<file path="config.mk">
export PLATFORM = sky130hd
export DESIGN_NAME = ext_irq_detect
export DESIGN_NICKNAME = d
export VERILOG_FILES = /design/src/rtl/ext_irq_pkg.sv /design/src/rtl/irq_sync.sv /design/src/rtl/irq_sampler.sv /design/src/rtl/irq_flag.sv /design/src/rtl/ext_irq_detect.sv
export SDC_FILE = /design/constraint.sdc
export NUM_CORES = 1
export LEC_CHECK = 0
export BUFFER_PORTS_ARGS = -buffer_cell sky130_fd_sc_hd__buf_2
export CORE_MARGIN = 1.5
export CORE_UTILIZATION = 48
export DETAILED_ROUTE_END_ITERATION = 10
export PLACE_DENSITY = 0.75
export SYNTH_ARGS = -nofsm -noshare
export SYNTH_HDL_FRONTEND = slang
export SYNTH_HIERARCHICAL = 1
export SYNTH_SLANG_ARGS = --single-unit
</file>
<file path="constraint.sdc">
create_clock -name clk -period 1.63 [get_ports clk]
set_input_delay 0.163 -clock clk [delete_from_list [all_inputs] [get_ports clk]]
set_output_delay 0.163 -clock clk [all_outputs]
set_load 0.03 [all_outputs]
</file>
<file path="src/rtl/ext_irq_pkg.sv">
package ext_irq_pkg;

    typedef enum logic [1:0] {
        SMP_UNKNOWN = 2'd0,
        SMP_HIGH    = 2'd1,
        SMP_LOW     = 2'd2
    } smp_state_e;

endpackage

</file>
<file path="src/rtl/irq_sync.sv">
module irq_sync #(
    parameter int W = 3
) (
    input  logic         clk,
    input  logic         rst_n,
    input  logic [W-1:0] d_i,
    output logic [W-1:0] q_o
);
    logic [W-1:0] stage1_q;
    logic [W-1:0] stage2_q;

    always_ff @(posedge clk or negedge rst_n) begin
        if (!rst_n) begin
            stage1_q <= '1;
            stage2_q <= '1;
        end else begin
            stage1_q <= d_i;
            stage2_q <= stage1_q;
        end
    end

    assign q_o = stage2_q;

    // the output repeats the first stage one clock later
    p_sync_delay_r11: assert property (@(posedge clk) disable iff (!rst_n)
        1'b1 |=> q_o == $past(stage1_q));
endmodule

</file>
<file path="src/rtl/irq_sampler.sv">
module irq_sampler
    import ext_irq_pkg::*;
(
    input  logic clk,
    input  logic rst_n,
    input  logic stb_i,
    input  logic pin_i,
    output logic fall_o,
    output logic low_o
);
    smp_state_e state_q;
    smp_state_e state_d;

    always_ff @(posedge clk or negedge rst_n) begin
        if (!rst_n) state_q <= SMP_UNKNOWN;
        else        state_q <= state_d;
    end

    always_comb begin
        state_d = state_q;
        if (stb_i) begin
            unique case (state_q)
                SMP_UNKNOWN: state_d = pin_i ? SMP_HIGH : SMP_LOW;
                SMP_HIGH:    state_d = pin_i ? SMP_HIGH : SMP_LOW;
                SMP_LOW:     state_d = pin_i ? SMP_HIGH : SMP_LOW;
                default:     state_d = SMP_UNKNOWN;
            endcase
        end
    end

    always_comb begin
        fall_o = 1'b0;
        low_o  = 1'b0;
        unique case (state_q)
            SMP_UNKNOWN: ;
            SMP_HIGH:    fall_o = stb_i && !pin_i;
            SMP_LOW:     low_o  = 1'b1;
            default:     ;
        endcase
    end

    p_hold_between_strobes_r4: assert property (@(posedge clk) disable iff (!rst_n)
        !stb_i |=> $stable(state_q));
    p_fall_lands_low_r3: assert property (@(posedge clk) disable iff (!rst_n)
        fall_o |=> state_q == SMP_LOW);
    p_low_tracks_sample_r2: assert property (@(posedge clk) disable iff (!rst_n)
        stb_i |=> low_o == !$past(pin_i));
endmodule

</file>
<file path="src/rtl/irq_flag.sv">
module irq_flag (
    input  logic clk,
    input  logic rst_n,
    input  logic set_i,
    input  logic clr_i,
    input  logic wr_i,
    input  logic wdata_i,
    output logic q_o
);
    always_ff @(posedge clk or negedge rst_n) begin
        if (!rst_n)     q_o <= 1'b0;
        else if (wr_i)  q_o <= wdata_i;
        else if (set_i) q_o <= 1'b1;
        else if (clr_i) q_o <= 1'b0;
    end

    p_write_priority_r10: assert property (@(posedge clk) disable iff (!rst_n)
        wr_i |=> q_o == $past(wdata_i));
    p_set_latches_r3: assert property (@(posedge clk) disable iff (!rst_n)
        set_i && !wr_i |=> q_o);
    p_ack_clears_r6: assert property (@(posedge clk) disable iff (!rst_n)
        clr_i && !set_i && !wr_i |=> !q_o);
    p_idle_holds_r5: assert property (@(posedge clk) disable iff (!rst_n)
        !set_i && !clr_i && !wr_i |=> $stable(q_o));
endmodule

</file>
<file path="src/rtl/ext_irq_detect.sv">
module ext_irq_detect #(
    parameter int N_EXT = 2,
    localparam int N_PIN = N_EXT + 1,
    localparam int TRIG = N_EXT
) (
    input  logic             clk,
    input  logic             rst_n,
    input  logic [N_PIN-1:0] pin_i,
    input  logic             smp_stb_i,
    input  logic [N_EXT-1:0] edge_mode_i,
    input  logic             trig_en_i,
    input  logic [N_PIN-1:0] hw_ack_i,
    input  logic [N_PIN-1:0] sw_wr_i,
    input  logic [N_PIN-1:0] sw_wdata_i,
    output logic [N_PIN-1:0] flag_o
);
    logic [N_PIN-1:0] pin_sync;
    logic [N_PIN-1:0] fall_evt;
    logic [N_PIN-1:0] low_now;
    logic [N_PIN-1:0] latch_q;

    irq_sync #(.W(N_PIN)) u_sync (
        .clk   (clk),
        .rst_n (rst_n),
        .d_i   (pin_i),
        .q_o   (pin_sync)
    );

    for (genvar i = 0; i < N_PIN; i++) begin : g_ch
        irq_sampler u_smp (
            .clk    (clk),
            .rst_n  (rst_n),
            .stb_i  (smp_stb_i),
            .pin_i  (pin_sync[i]),
            .fall_o (fall_evt[i]),
            .low_o  (low_now[i])
        );

        if (i < N_EXT) begin : g_gen
            irq_flag u_flag (
                .clk     (clk),
                .rst_n   (rst_n),
                .set_i   (fall_evt[i] && edge_mode_i[i]),
                .clr_i   (hw_ack_i[i] && edge_mode_i[i]),
                .wr_i    (sw_wr_i[i]),
                .wdata_i (sw_wdata_i[i]),
                .q_o     (latch_q[i])
            );
            assign flag_o[i] = edge_mode_i[i] ? latch_q[i] : low_now[i];

            p_level_ignores_ack_r7: assert property (@(posedge clk) disable iff (!rst_n)
                !edge_mode_i[i] && !smp_stb_i |=> edge_mode_i[i] || flag_o[i] == $past(flag_o[i]));
        end else begin : g_trig
            irq_flag u_flag (
                .clk     (clk),
                .rst_n   (rst_n),
                .set_i   (fall_evt[i] && trig_en_i),
                .clr_i   (1'b0),
                .wr_i    (sw_wr_i[i]),
                .wdata_i (sw_wdata_i[i]),
                .q_o     (latch_q[i])
            );
            assign flag_o[i] = latch_q[i];
        end
    end

    p_trig_needs_enable_r8: assert property (@(posedge clk) disable iff (!rst_n)
        $rose(flag_o[TRIG]) && !$past(sw_wr_i[TRIG]) |-> $past(trig_en_i));
    p_trig_ignores_ack_r9: assert property (@(posedge clk) disable iff (!rst_n)
        flag_o[TRIG] && !sw_wr_i[TRIG] |=> flag_o[TRIG]);
endmodule

</file>
# Word-level counts from Yosys, hierarchy flattened
# Cells that the tools add are included.
word_totals:
  word_cells: 55
  register_bits: 15
classes:
  eq_ne: 6
  reduce_logical: 20
  mux: 21
ops:
  columns: ["operator", "count"]
  rows:
  - ["1-bit two-way mux", 15]
  - ["2-bit two-way mux", 6]
  - ["3-bit OR reduction", 3]
  - ["1-bit logical AND", 8]
  - ["2-bit by 1-bit == test with 1-bit output (second input constant)", 3]
  - ["2-bit == test (second input constant)", 3]
  - ["2-bit logical NOT", 3]
  - ["3-bit nonzero test", 2]
  - ["1-bit logical NOT", 3]
  - ["2-bit nonzero test", 1]

# Depth between registers and ports, before layout
depth:
  depth_word: 6
  mapped_depth: 4

# Cells and area by module
# The synthesis kept the hierarchy.
by_module_without_submodules:
  columns: ["mod", "n_inst", "area_per_inst_um2", "cells_per_inst"]
  rows:
  - ["irq_sampler", 3, 106.4, 8]
  - ["irq_sync", 1, 157.7, 6]
  - ["irq_flag", 3, 46.3, 5]
  - ["ext_irq_detect", 1, 77.6, 9]

# Least setup slack after synthesis
# OpenSTA, ideal clock, no wires.
synth_timing:
  path_type: "flip-flop to flip-flop"
  startpoint: "reg u_sync.stage2_q[0] (netlist: u_sync/q_o[0])"
  endpoint: "reg g_ch[0].g_gen.u_flag.q_o"
  setup_ns: 0.121
  stages_incl_launch_ff: 5
  setup_slack_ns: 0.461
  period_less_slack_ns: 1.169
  t_required_ns: 1.509
  t_arrival_ns: 1.048
  path_buffers: 0
  cell_sequence: "dfstp_2 -> and4bb_2 -> and2_2 -> nor2_1 -> a21oi_1"
synth_between:
  elab_chain_cells: 6
  elab_cells_between_ends: 7
  classes_between: "3 x mux; 4 x reduce/logical"
synth_rtl:
  columns: ["item", "line_no", "source"]
  rows:
  - ["start, declared", "irq_sync.sv:10", "logic [W-1:0] stage2_q;"]
  - ["start signal, assigned", "irq_sync.sv:18", "stage2_q <= stage1_q;"]
  - ["1-bit logical NOT *", "irq_sampler.sv:36", "SMP_HIGH: fall_o = stb_i && !pin_i;"]
  - ["1-bit logical AND *", "irq_sampler.sv:36", null]
  - ["1-bit two-way mux *", "irq_sampler.sv:34", "unique case (state_q)"]
  - ["named net fall_evt[0]", "ext_irq_detect.sv:18", "logic [N_PIN-1:0] fall_evt;"]
  - ["1-bit logical AND *", "ext_irq_detect.sv:43", ".set_i (fall_evt[i] && edge_mode_i[i]),"]
  - ["1-bit two-way mux", "irq_flag.sv:13", "else if (set_i) q_o <= 1'b1;"]
  - ["1-bit two-way mux", "irq_flag.sv:12", "else if (wr_i) q_o <= wdata_i;"]
  - ["end signal, assigned", "irq_flag.sv:12", null]
  - ["end, declared", "irq_flag.sv:8", "output logic q_o"]
# The timed path passes the listed nets; every way through them passes the cells marked *.
# A chain may end at the register's enable or synchronous reset.

# Worst setup path after layout
layout_timing:
  startpoint: "reg g_ch[1].u_smp.state_q[0]"
  endpoint: "out flag_o[1]"
layout_between:
  elab_chain_cells: 3
layout_rtl:
  columns: ["item", "line_no", "source"]
  rows:
  - ["start, declared", "irq_sampler.sv:11", "smp_state_e state_q;"]
  - ["start signal, assigned", "irq_sampler.sv:16", "else state_q <= state_d;"]
  - ["2-bit == test", "irq_sampler.sv:34", null]
  - ["1-bit two-way mux", "irq_sampler.sv:34", null]
  - ["named net low_now[1]", "ext_irq_detect.sv:19", "logic [N_PIN-1:0] low_now;"]
  - ["1-bit two-way mux", "ext_irq_detect.sv:49", "assign flag_o[i] = edge_mode_i[i] ? latch_q[i] : low_now[i];"]
  - ["end, declared", "ext_irq_detect.sv:15", "output logic [N_PIN-1:0] flag_o"]
# The timed path passes the listed nets, and every way through them passes these cells.

==> flow_summary_export.csv <==
group,metric,value,unit
status,status,"finished clean",
timing,tns,0,ps
power_and_ir_drop,vdd_drop_max,647.0,uV
hold_path,min_path_type,"input port to register",
die,rows,13,
power_and_ir_drop,sequentialPowerShare,55.4,%
grt,grt_pass1_vias,424,
placement,io_buffer_count,19,
critical_path,path_class,"register to primary output",
synthesis,syn_nets,71,
critical_path,critPathSlowestCell,"dfrtp_1",
die,initial_utilization,51.95,%
clocking,cts_made_buffers,3,
layout,antenna_cells,0,
grt,grt_overflow,0,
critical_path,crit_chain,"and2b_2 > mux2_4 > buf_2",
detailed_routing,firstDrtPassIters,4,
detailed_routing,drc_errors,0,
layout,finalNetCount,98,
detailed_routing,wl_per_cell,10.33,um
detailed_routing,num_vias,446,
grt,grt_max_degree,16,
timing,skew,4.002,ps
timing,setup_violations,0,
placement,hpwl,704.2,um
detailed_routing,ant_nets,0,
critical_path,crit_fanout,5,
power_and_ir_drop,swShare,26.03,%
critical_path,cp.required,1470,ps
grt,grt_usage,15.20,%
power_and_ir_drop,p_leak,0.4006,nW
timing,clock.fmax,665.1,MHz
layout,n_fill_cell,104,
timing,holdWs,127.8,ps
layout,drive_gt1_share,58.23,%
power_and_ir_drop,p_switching,0.0002085,W
critical_path,critPathMaxStageDelay,400,ps
die,die_x,40.76,um
clocking,htreeDepth,1,
clocking,path_clk_slew,90,ps
timing,drv_slew,0,
power_and_ir_drop,power.density,930.8,nW/um^2
die,die_h,40.76,um
detailed_routing,drt_iter0_markers,1,
grt,antenna_found_initial,0,
die,num_io_pins,21,
clocking,root_buffer,"clkbuf_4",
detailed_routing,vias_per_cell,4.745,
clocking,clock_latency,280,ps
detailed_routing,wl,971,um
power_and_ir_drop,p_comb_share,18.0,%
timing,post-route-min-period,1503,ps
synthesis,netlist_instances,53,
synthesis,syn_area_per_cell,12.91,sq um
clocking,post_cts_buffers,0,
layout,area_delta_synth_final,25.78,%
power_and_ir_drop,p_clk_share,26.6,%
grt,grt_pass1_wl,1552,um
clocking,cts_resized,0,
critical_path,arrival,1340,ps
placement,routabilityCongestion,0.6967,
synthesis,syn-cell-area,684.4,sq um
timing,hold_viol,0,
critical_path,start_kind,"register",
die,die-area,1661,sq um
die,core_area,1318,sq um
synthesis,synth-warning-count,6,
run,cap_violations,0,
timing,period_share,92.24,%
power_and_ir_drop,intPower,0.0005927,W
clocking,clock-sinks,15,
clocking,tritoncts,"yes",
critical_path,end_kind,"primary output",
clocking,max-clock-path-buffers,2,
power_and_ir_drop,total_power,0.0008012,W
timing,rsz0062_at_grt,"false",
-- state kept, by name, summed over array words and instances (netlist names) --
signal                  flops
g_ch.u_smp/state_q          6
u_sync/q_o                  3
u_sync/stage1_q             3
g_ch.g_gen.u_flag/q_o       2
g_ch.g_trig.u_flag/q_o      1
-- worst paths after layout --
kind                                                from                        to  slack, ps  cells after the start
worst max-delay path            g_ch[1].u_smp/state_q[0]                 flag_o[1]        130                      3
worst min-delay path                       sw_wdata_i[1]  g_ch[1].g_gen.u_flag/q_o        130                      3
worst max register to register             u_sync/q_o[0]  g_ch[0].g_gen.u_flag/q_o        380                      4
worst min register to register        u_sync/stage1_q[1]             u_sync/q_o[1]        360                      0
max in group asynchronous                          rst_n        u_sync/stage1_q[2]       1040                      2
min in group asynchronous                          rst_n  g_ch[1].u_smp/state_q[0]        300                      2
-- layout make-up --
class                   count  area (sq um)  area share [%]
flip-flops and latches     15         382.9           44.48
clock buffers               3         22.52           2.616
repair buffers             23         135.1           15.70
multi-input cells          37         294.0           34.16
clock inverters             1         7.507          0.8721
well taps                  15         18.77           2.180
-- cell usage in the layout, fill, tap and decap left out --
cell type / instances
a21boi_1: 3
a21oi_1: 6
and2_1: 1
and2_2: 4
and2b_2: 2
and4bb_2: 3
buf_2: 19
clkbuf_4: 3
clkinvlp_4: 1
conb_1: 1
dfrtp_1: 9
dfstp_2: 6
dlygate4sd3_1: 4
mux2_2: 6
mux2_4: 2
nand2b_1: 3
nor2_1: 3
nor2b_1: 3
-- routing by layer --
| metal | track usage [%] | up-vias | part of all wire (%) |
|---|---|---|---|
| met5 | 0 | - | 0 |
| met4 | 7.500 | 0 | 0 |
| met3 | 8.152 | 0 | 5.7 |
| met2 | 25.00 | 12 | 51 |
| met1 | 15.60 | 200 | 43 |
| li1 | - | 234 | - |
-- worst max-delay path: cells and delay by family (launching register included) --
kind / cells / cell delay [ps]
flip-flops: 1 / 400
buffers and inverters: 1 / 180
multiplexers: 1 / 260
AND/OR/NAND/NOR: 1 / 220
-- power groups by stage --
stage	registers [W]	logic [W]	clock network [W]
after floorplan	0.000444	0.0000976	0
after global placement	0.000450	0.000134	0
after detailed placement	0.000451	0.000138	0
after CTS	0.000445	0.000146	0.000229
after global routing	0.000452	0.000161	0.000243
final	0.000444	0.000144	0.000213
-- metrics by stage --
stage	area, sq um	worst slack [ps]	instances	util, %
after floorplan	684.4	460.7	53	-
after global placement	790.8	421.1	86	60.02
after detailed placement	790.8	393.1	86	60.02
after CTS	860.8	102.1	94	65.34
after global routing	860.8	60.47	94	65.34
final	860.8	126.5	94	65.34
-- what timing repair did --
action | 4_1_cts | 5_1_grt
hold endpoints to repair | 12 | 0
hold buffers | 4 | 0
endpoints found under the setup margin | 0 | 0
Note: power is estimated with default switching activity, not from simulation.
